`src/rtl/bim_pkg.sv`:
```
package bim_pkg;

    localparam int unsigned ADDR_W = 8;
    localparam int unsigned DATA_W = 8;

    localparam logic [ADDR_W-1:0] A_PORT0 = 8'h00;
    localparam logic [ADDR_W-1:0] A_PTR0  = 8'h01;
    localparam logic [ADDR_W-1:0] A_PORT1 = 8'h02;
    localparam logic [ADDR_W-1:0] A_PTR1  = 8'h03;
    localparam logic [ADDR_W-1:0] A_BANK  = 8'h04;
    localparam logic [ADDR_W-1:0] A_ACC   = 8'h05;

    // Kind of storage an access finally lands on
    typedef enum logic [2:0] {
        T_VOID,
        T_PTR0,
        T_PTR1,
        T_BANK,
        T_ACC,
        T_RAM
    } target_e;

    // Outcome of address translation
    typedef struct packed {
        target_e             tgt;
        logic                bank;
        logic                indirect;
        logic [ADDR_W-1:0]   loc;
    } route_t;

    // Architectural register state
    typedef struct packed {
        logic [ADDR_W-1:0]   mp0;
        logic [ADDR_W-1:0]   mp1;
        logic                bp;
        logic [DATA_W-1:0]   acc;
    } regs_t;

    function automatic logic is_port(input logic [ADDR_W-1:0] a);
        return (a == A_PORT0) || (a == A_PORT1);
    endfunction

    // Bank-0 decode of a non-port location
    function automatic target_e bank0_target(input logic [ADDR_W-1:0] a);
        target_e t;
        case (a)
            A_PTR0:  t = T_PTR0;
            A_PTR1:  t = T_PTR1;
            A_BANK:  t = T_BANK;
            A_ACC:   t = T_ACC;
            default: t = T_RAM;
        endcase
        return t;
    endfunction

endpackage

```
`src/rtl/bim_xlate.sv`:
```
module bim_xlate
    import bim_pkg::*;
(
    input  logic [ADDR_W-1:0] addr,
    input  logic [ADDR_W-1:0] mp0,
    input  logic [ADDR_W-1:0] mp1,
    input  logic              bp,
    output route_t            route
);

    always_comb begin
        route          = '0;
        route.tgt      = T_VOID;
        if (addr == A_PORT0) begin
            route.indirect = 1'b1;
            route.bank     = 1'b0;
            route.loc      = mp0;
        end else if (addr == A_PORT1) begin
            route.indirect = 1'b1;
            route.bank     = bp;
            route.loc      = mp1;
        end else begin
            route.indirect = 1'b0;
            route.bank     = 1'b0;
            route.loc      = addr;
        end

        if (route.indirect && is_port(route.loc)) begin
            route.tgt = T_VOID;
        end else if (route.bank) begin
            route.tgt = T_RAM;
        end else begin
            route.tgt = bank0_target(route.loc);
        end
    end

endmodule

```
`src/rtl/bim_regs.sv`:
```
module bim_regs
    import bim_pkg::*;
(
    input  logic              clk,
    input  logic              rst,
    input  logic              we,
    input  target_e           tgt,
    input  logic [DATA_W-1:0] wdata,
    output regs_t             regs_q
);

    regs_t regs_d;

    always_comb begin
        regs_d = regs_q;
        if (we) begin
            case (tgt)
                T_PTR0:  regs_d.mp0 = wdata;
                T_PTR1:  regs_d.mp1 = wdata;
                T_BANK:  regs_d.bp  = wdata[0];
                T_ACC:   regs_d.acc = wdata;
                default: ;
            endcase
        end
    end

    always_ff @(posedge clk) begin
        if (rst) begin
            regs_q <= '0;
        end else begin
            regs_q <= regs_d;
        end
    end

endmodule

```
`src/rtl/bim_bank.sv`:
```
module bim_bank #(
    parameter int unsigned DEPTH  = 256,
    parameter int unsigned ADDR_W = 8,
    parameter int unsigned DATA_W = 8
) (
    input  logic              clk,
    input  logic              we,
    input  logic [ADDR_W-1:0] addr,
    input  logic [DATA_W-1:0] wdata,
    output logic [DATA_W-1:0] rdata,
    output logic              in_range
);

    localparam int unsigned IDX_W = (DEPTH > 1) ? $clog2(DEPTH) : 1;

    logic [DATA_W-1:0] mem [DEPTH];
    logic [IDX_W-1:0]  idx;

    assign in_range = ({{(32-ADDR_W){1'b0}}, addr} < DEPTH);
    assign idx      = addr[IDX_W-1:0];
    assign rdata    = in_range ? mem[idx] : '0;

    always_ff @(posedge clk) begin
        if (we && in_range) begin
            mem[idx] <= wdata;
        end
    end

endmodule

```
`src/rtl/bim_unit.sv`:
```
module bim_unit
    import bim_pkg::*;
#(
    parameter int unsigned BANK0_DEPTH = 256,
    parameter int unsigned BANK1_DEPTH = 256
) (
    input  logic              clk,
    input  logic              rst,
    input  logic [ADDR_W-1:0] addr,
    input  logic [DATA_W-1:0] wdata,
    input  logic              rd_en,
    input  logic              wr_en,
    output logic [DATA_W-1:0] rdata,
    output logic [DATA_W-1:0] acc_out
);

    localparam int unsigned NUM_BANKS = 2;

    route_t            route;
    regs_t             regs_q;
    logic [DATA_W-1:0] bank_rdata [NUM_BANKS];
    logic              bank_ok    [NUM_BANKS];
    logic              bank_we    [NUM_BANKS];
    logic [DATA_W-1:0] read_mux;

    bim_xlate u_xlate (
        .addr  (addr),
        .mp0   (regs_q.mp0),
        .mp1   (regs_q.mp1),
        .bp    (regs_q.bp),
        .route (route)
    );

    bim_regs u_regs (
        .clk    (clk),
        .rst    (rst),
        .we     (wr_en),
        .tgt    (route.tgt),
        .wdata  (wdata),
        .regs_q (regs_q)
    );

    for (genvar g = 0; g < NUM_BANKS; g++) begin : g_bank
        localparam int unsigned DEPTH_G = (g == 0) ? BANK0_DEPTH : BANK1_DEPTH;

        assign bank_we[g] = wr_en && (route.tgt == T_RAM) && (route.bank == g[0]);

        bim_bank #(
            .DEPTH  (DEPTH_G),
            .ADDR_W (ADDR_W),
            .DATA_W (DATA_W)
        ) u_bank (
            .clk      (clk),
            .we       (bank_we[g]),
            .addr     (route.loc),
            .wdata    (wdata),
            .rdata    (bank_rdata[g]),
            .in_range (bank_ok[g])
        );
    end

    always_comb begin
        case (route.tgt)
            T_PTR0:  read_mux = regs_q.mp0;
            T_PTR1:  read_mux = regs_q.mp1;
            T_BANK:  read_mux = {{(DATA_W-1){1'b0}}, regs_q.bp};
            T_ACC:   read_mux = regs_q.acc;
            T_RAM:   read_mux = route.bank ? bank_rdata[1] : bank_rdata[0];
            default: read_mux = '0;
        endcase
    end

    assign rdata   = rd_en ? read_mux : '0;
    assign acc_out = regs_q.acc;

endmodule

```
`config.mk`:
```
export PLATFORM = sky130hd
export DESIGN_NAME = bim_unit
export DESIGN_NICKNAME = d
export VERILOG_FILES = /design/src/rtl/bim_pkg.sv /design/src/rtl/bim_xlate.sv /design/src/rtl/bim_regs.sv /design/src/rtl/bim_bank.sv /design/src/rtl/bim_unit.sv
export SDC_FILE = /design/constraint.sdc
export NUM_CORES = 2
export LEC_CHECK = 0
export BUFFER_PORTS_ARGS = -buffer_cell sky130_fd_sc_hd__buf_2
export CELL_PAD_IN_SITES_DETAIL_PLACEMENT = 1
export CELL_PAD_IN_SITES_GLOBAL_PLACEMENT = 2
export CORE_MARGIN = 8
export CORE_UTILIZATION = 42
export CTS_CLUSTER_DIAMETER = 60
export CTS_CLUSTER_SIZE = 24
export DETAILED_ROUTE_END_ITERATION = 6
export HOLD_SLACK_MARGIN = 0.06
export MAX_ROUTING_LAYER = met4
export PLACE_DENSITY = 0.81
export SLEW_MARGIN = 5
export SYNTH_ARGS = -nofsm -noshare
export SYNTH_HDL_FRONTEND = slang
export SYNTH_SLANG_ARGS = --single-unit
```
`constraint.sdc`:
```
create_clock -name clk -period 3.6 [get_ports clk]
set_input_delay 0.18 -clock clk [delete_from_list [all_inputs] [get_ports clk]]
set_output_delay 0.18 -clock clk [all_outputs]
set_load 0.03 [all_outputs]
```
* Yosys cells after proc, flatten, opt, wreduce, memory -nomap -nowiden *
Memories as Yosys holds them, arrays and structs flattened.
Cells that the tools add are included.
W data, S select, Z words.

word-level totals
  register bits = 25
  latch bits = 0
  bits in writable memories = 4096
  ROM bits = 0
  bits of input ports = 20
  output and inout port bits = 16
  word-level logic and storage cells = 41
  memories = 2

operators by class
  add/sub/neg operators = 0
  multipliers = 0
  div/mod/pow operators = 0
  $lt $le $gt $ge = 0
  equality and inequality tests = 11
  shift operators = 0
  muxes and demuxes = 12
  bitwise gates (word level) = 1
  reductions and logical operators = 11

memory list
  name                  depth  bits a word  rd ports  clocked after Yosys merged registers in  wr ports  line            RTL
  g_bank[0].u_bank.mem  256    8            1         0                                        1         bim_bank.sv:16  logic [DATA_W-1:0] mem [DEPTH];
  g_bank[1].u_bank.mem  256    8            1         0                                        1         bim_bank.sv:16

operators with widths
  cell                  number
  $pmux W8 S5           1
  $eq A8 B2 Y1 const B  3
  $mux W10              2
  $eq A8 B3 Y1 const B  2
  $logic_not A8 Y1      2
  $mux W8               2
  $pmux W3 S4           1
  $eq A8 B1 Y1 const B  1
  $reduce_and A2 Y1     4
  $eq A3 B2 Y1 const B  2
  $eq A3 B3 Y1 const B  2
  $mux W3               2
  $logic_and A1 B1 Y1   4
  $mux W1               4
  $eq A3 B1 Y1 const B  1
  $logic_or A1 B1 Y1    1
  $not A1 Y1            1

* Logic depth before layout (Yosys ltp) *
  word-level depth = 12
  mapped depth = 17
  gate-level depth less buffers = 10

* By module *
From an unflattened synthesis, not the netlist that was laid out.

unflattened totals
  cell total of the unflattened synthesis = 7302
  area total of the unflattened synthesis = 158645.9 um^2

by module, submodules not included
  module     instances  cells each  area each (um^2)  sequential area each (um^2)
  bim_bank   2          3541        78343.9           61499.0
  bim_regs   1          94          1049.8            500.5
  bim_unit   1          74          518.0             0.0
  bim_xlate  1          52          390.4             0.0

* Worst setup path before layout *
Ideal clock, no wire load.

  path kind = input-to-output
  start = input addr[2]
  end = output rdata[0]
  arrival time = 3.823 ns
  required time = 3.420 ns
  path slack = -0.403 ns
  stages = 14
  buffers on the path = 4
  cells stage by stage = buf_2 or3_4 buf_6 o41a_4 nor2_4 buf_6 buf_6 nand2_1 a32o_1 a221oi_2 a31oi_1 a2111oi_0 o2111ai_1 o311ai_1

between the ends
  cells in the longest elaborated chain, start to end = 10
  elaborated cells on any way between the ends = 25
  those cells by class = eq/ne (11); mux (8); reduce/logical (4); memory (2)

RTL lines
  element                                                                  line             RTL
  start, declared                                                          bim_unit.sv:9    input logic [ADDR_W-1:0] addr,
  $eq A8 B2 Y1                                                             bim_xlate.sv:18  end else if (addr == A_PORT1) begin
  $mux W10                                                                 bim_xlate.sv:18
  $mux W10 *                                                               bim_xlate.sv:14  if (addr == A_PORT0) begin
  parallel branches: the longest is 5 deep, another holds $mem_v2 Z256 W8  -
  $pmux W8 S5 *                                                            bim_unit.sv:63   case (route.tgt)
  $mux W8 *                                                                bim_unit.sv:73   assign rdata = rd_en ? read_mux : '0;
  end, declared                                                            bim_unit.sv:13   output logic [DATA_W-1:0] rdata,

Every way passes the cells marked *.

* Final worst setup path *
  start = register u_regs.regs_q[13] (netlist name)
  end = output rdata[5]

between the ends
  cells in the longest elaborated chain, start to end = 9
  elaborated cells on any way between the ends = 23
  those cells by class = eq/ne (10); mux (8); reduce/logical (3); memory (2)

RTL lines
  element                                                                  line
  $mux W10 *                                                               bim_xlate.sv:18
  $mux W10 *                                                               bim_xlate.sv:14
  parallel branches: the longest is 5 deep, another holds $mem_v2 Z256 W8  -
  $pmux W8 S5 *                                                            bim_unit.sv:63
  $mux W8 *                                                                bim_unit.sv:73

Marked as above.

==> metrics.md <==
| Metric | Value |
|---|---|
| Number of flops mapped to enable cells by yosys | `4096` |
| Via count | `119000` |
| Reg2reg path depth | `15` |
| Max FO, Critical Path | `24` |
| Worst Setup Path Type | `flop to output port` |
| Die H | `~640 µm` |
| CP peak stage delay | `approximately 0.36 ns` |
| FF-to-FF Start | `u_regs.regs_q[9]$_SDFFE_PP0P_` |
| Syn Area/Cell | `14.3 µm²` |
| Overall Power | `about 97000 µW` |
| Gate Count Post-Synth | `11400` |
| Cell variety after synth | `85` |
| Die X | `approximately 640 µm` |
| Status | `finished, violations left` |
| Vias in the first global route | `117000` |
| Avg WL per Cell | `about 37 µm` |
| Clock Pin Slew Worst Setup and Hold Paths | `about 0.09 ns` |
| Pin count of the biggest net entering global routing | `roughly 170` |
| Post-synthesis sequential area ratio | `75.3%` |
| Sink Count | `~4100` |
| Fin. Hold Viols | `0` |
| RSZ-0062 raised after global routing | `true` |
| Root Driver | `clkbuf_16` |
| WL final | `approximately 680 mm` |
| Min Tclk post-route | `5.64 ns` |
| Failing checks | `setup timing` |
| CTS tree | `yes` |
| M2 GR Usage | `between 40% and 50%` |
| DR vias/cell | `roughly 6.4` |
| WHS Path Cells | `3` |
| Reg2Reg Setup Slack | `-0.22 ns` |
| Highest clock rate | `177 MHz` |
| Mapped cell area | `between 150000 and 200000 µm²` |
| Final worst slack | `-2.04 ns` |
| Share of cells above drive strength 1 | `23.5%` |
| Slew Limit Fails | `0` |
| HP Class | `input pin to flop` |
| Commonest cells after routing, fill and taps aside | `edfxtp_1, nand2_1, buf_4, nand3_1, mux2i_1` |
| Cell repeated most along the worst path | `buf_4` |
| H-tree depth | `5` |
| Commonest non-fill, non-tap cell in the layout | `edfxtp_1` |
| Max Cap Viol | `0` |
| DR iter-0 viols | `just under 20000` |
| DRC violations left | `0` |
| WHS Endpoint | `u_regs.regs_q[13]$_SDFFE_PP0P_` |
| Total gr overflow | `0` |
| Max Root-Sink Buffers | `4` |
| Row count | `approximately 230` |
| Total track usage | `around 33%` |
| Synth Register Bits | `just over 4000` |
| WP data arrival | `between 5 and 6 ns` |
| Setup TNS | `-18.62 ns` |
| Final HPWL DP | `458 mm` |
| FILL cells | `37700` |
| Die area | `between 400000 and 500000 µm²` |
| PwrDens | `483 nW/µm²` |
| Grt met3 use | `7.90%` |
| Area grow syn2layout | `23.0%` |
| Leakage | `0.0692 µW` |
| Crit-path cells | `nand2b_1 -> a31oi_1 -> buf_4 -> or2_2 -> nor2_4 -> buf_4 -> buf_4 -> nand2_1 -> buf_12 -> a31oi_2 -> nor4_2 -> buf_4 -> nand4_1 -> a211o_1 -> buf_12 -> o211ai_1 -> buf_4 -> buf_12` |
| CTS buffer count | `approximately 290` |
| # setup viols final | `just under 100` |
| Initial Util | `42.2%` |
| Core Box Area | `389000 µm²` |
| Async S/R FF share, synth | `0%` |
| Antenna Violating Nets Remaining | `0` |
| Peak VDD IR | `0.000452 V` |
| GR peak layer | `met2` |
| GP Congestion | `about 0.97` |
| Critical-path top delay cell | `or2_2` |
| Fin crit share | `157%` |
| Synth warn | `0` |
| I/O pin count | `36` |
| Setup Skew | `approximately 0.036 ns` |
| Slew margin rel. | `9.23%` |
| Met1 Usage GRT | `42.6%` |
| Ys flop type | `edfxtp_1` |
| NumNets Final | `roughly 13000` |
| R2R Path End | `g_bank[1].u_bank.mem[43][2]$_DFFE_PP_` |
| Global-route wire length before repair | `931 mm` |
| Initial antenna violation count | `61` |
| Utilization after layout | `51.9%` |
| Slew @ Worst Pin | `1.36 ns` |
| Worst Setup Start Kind | `flop` |
| Number of detailed-route iterations in the first pass | `7` |
| Worst skew pair latency | `just under 1 ns` |
| Worst endpoint required time | `3.42 ns` |
| HP Start | `rst` |
| Port buffer count | `35` |
| Setup crit end kind | `output port` |
-- cells by family (layout without fill, tap and decap cells) --
group | Yosys count | count (layout) | synth area share [%]
simple gates | 4225 | 4225 | 11.2
mux | 518 | 518 | 3.49
buf+inv | 856 | 2670 | 2.32
compound gates | 1716 | 1716 | 7.67
other cells | 1 | 116 | 0.00229
flops | 4121 | 4121 | 75.3
-- through the flow --
step	instance area, µm²	hold slack (ns)	setup WS (ns)	instances
floorplan	164000	0.279	-0.189	11500
global placement	187000	0.461	-3.37	17900
detailed placement	187000	0.491	-2.34	17900
CTS	200000	0.224	-2.01	18500
global route	202000	0.272	-1.96	18500
finish	202000	0.284	-2.04	18600
-- power by group --
group	switching (µW)	internal [µW]
Combinational	5590	2600
Sequential	30.9	52800
Clock	18900	17400
-- critical path: cells and delay by family, from the launching register on --
family | cells | cell delay, ns
AO/OA/AOI/OAI | 4 | 1.09
flip-flops | 1 | 0.34
buffers and inverters | 8 | 1.82
AND/OR/NAND/NOR | 6 | 1.19
-- registers in the layout (all words and copies together), names as in the netlist --
signal	cells
u_regs.regs_q	25
g_bank.u_bank.mem	4096
-- repair_timing --
item,CTS,global route
gates cloned,6,5
gates resized for setup,559,182
pin swaps,78,71
hold buffers,10,0
hold endpoints to repair,1241,0
buffers inserted,75,36
setup endpoints to repair,1600,895
-- worst max-delay path by stage --
stage                                               from  cells past startpoint  slack (ns)        to
after CTS                  u_regs.regs_q[9]$_SDFFE_PP0P_                     19       -2.01  rdata[4]
after detailed placement                         addr[3]                     17       -2.34  rdata[7]
after global placement                           addr[0]                     18       -3.37  rdata[2]
final                     u_regs.regs_q[13]$_SDFFE_PP0P_                     18       -2.04  rdata[5]
after global routing       u_regs.regs_q[9]$_SDFFE_PP0P_                     20       -1.96  rdata[5]
after floorplan                                  addr[2]                     12       -0.19  rdata[5]
-- layout make-up --
cell class | count | area [µm²] | area share (%)
Clock buffer | 315 | 7500 | 3.72
Clock inverter | 210 | 2670 | 1.32
Inverter | 4 | 15.0 | 0.00745
Timing Repair Buffer | 2141 | 21300 | 10.5
Antenna cell | 52 | 130 | 0.0645
Tap cell | 5197 | 6500 | 3.23
Multi-Input combinational cell | 6523 | 40000 | 19.9
Sequential cell | 4121 | 124000 | 61.3
-- per-layer routing --
layer / routed length [µm] / vias to the layer above
met5: 0 / -
met4: 40900 / 0
met3: 86600 / 1678
met2: 302000 / 8329
met1: 250000 / 61800
li1: - / 47200
-- cells in the mapped netlist (6+ instances only) --
cell,instances,area (µm²)
nor3_1,63,315
buf_1,112,420
o22ai_1,66,413
buf_4,36,270
nand3_1,569,2850
clkbuf_1,377,1420
a32oi_1,225,1970
nor4_1,71,444
a21oi_1,169,846
mux2i_1,469,4690
a211o_1,6,52.6
a211oi_1,386,2900
a32o_1,12,120
o31ai_1,10,75.1
a31oi_1,250,1560
a221oi_1,17,149
a31o_2,9,78.8
and3_1,429,2680
dfxtp_1,25,500
o21ai_0,124,621
or4_1,12,90.1
nor2_1,567,2130
nand4_1,75,469
a311oi_1,209,1830
a21o_1,8,60.1
mux4_2,42,946
o211ai_1,15,113
edfxtp_1,4096,123000
buf_2,319,1600
or3_1,9,56.3
a22oi_1,89,668
o32ai_1,8,70.1
nand2_1,2395,8990
buf_6,8,90.1
o2111ai_1,20,175
a2111oi_0,26,228
mux2_2,7,78.8
a41oi_1,11,96.3
No activity file was read; power rests on OpenSTA's default activity.
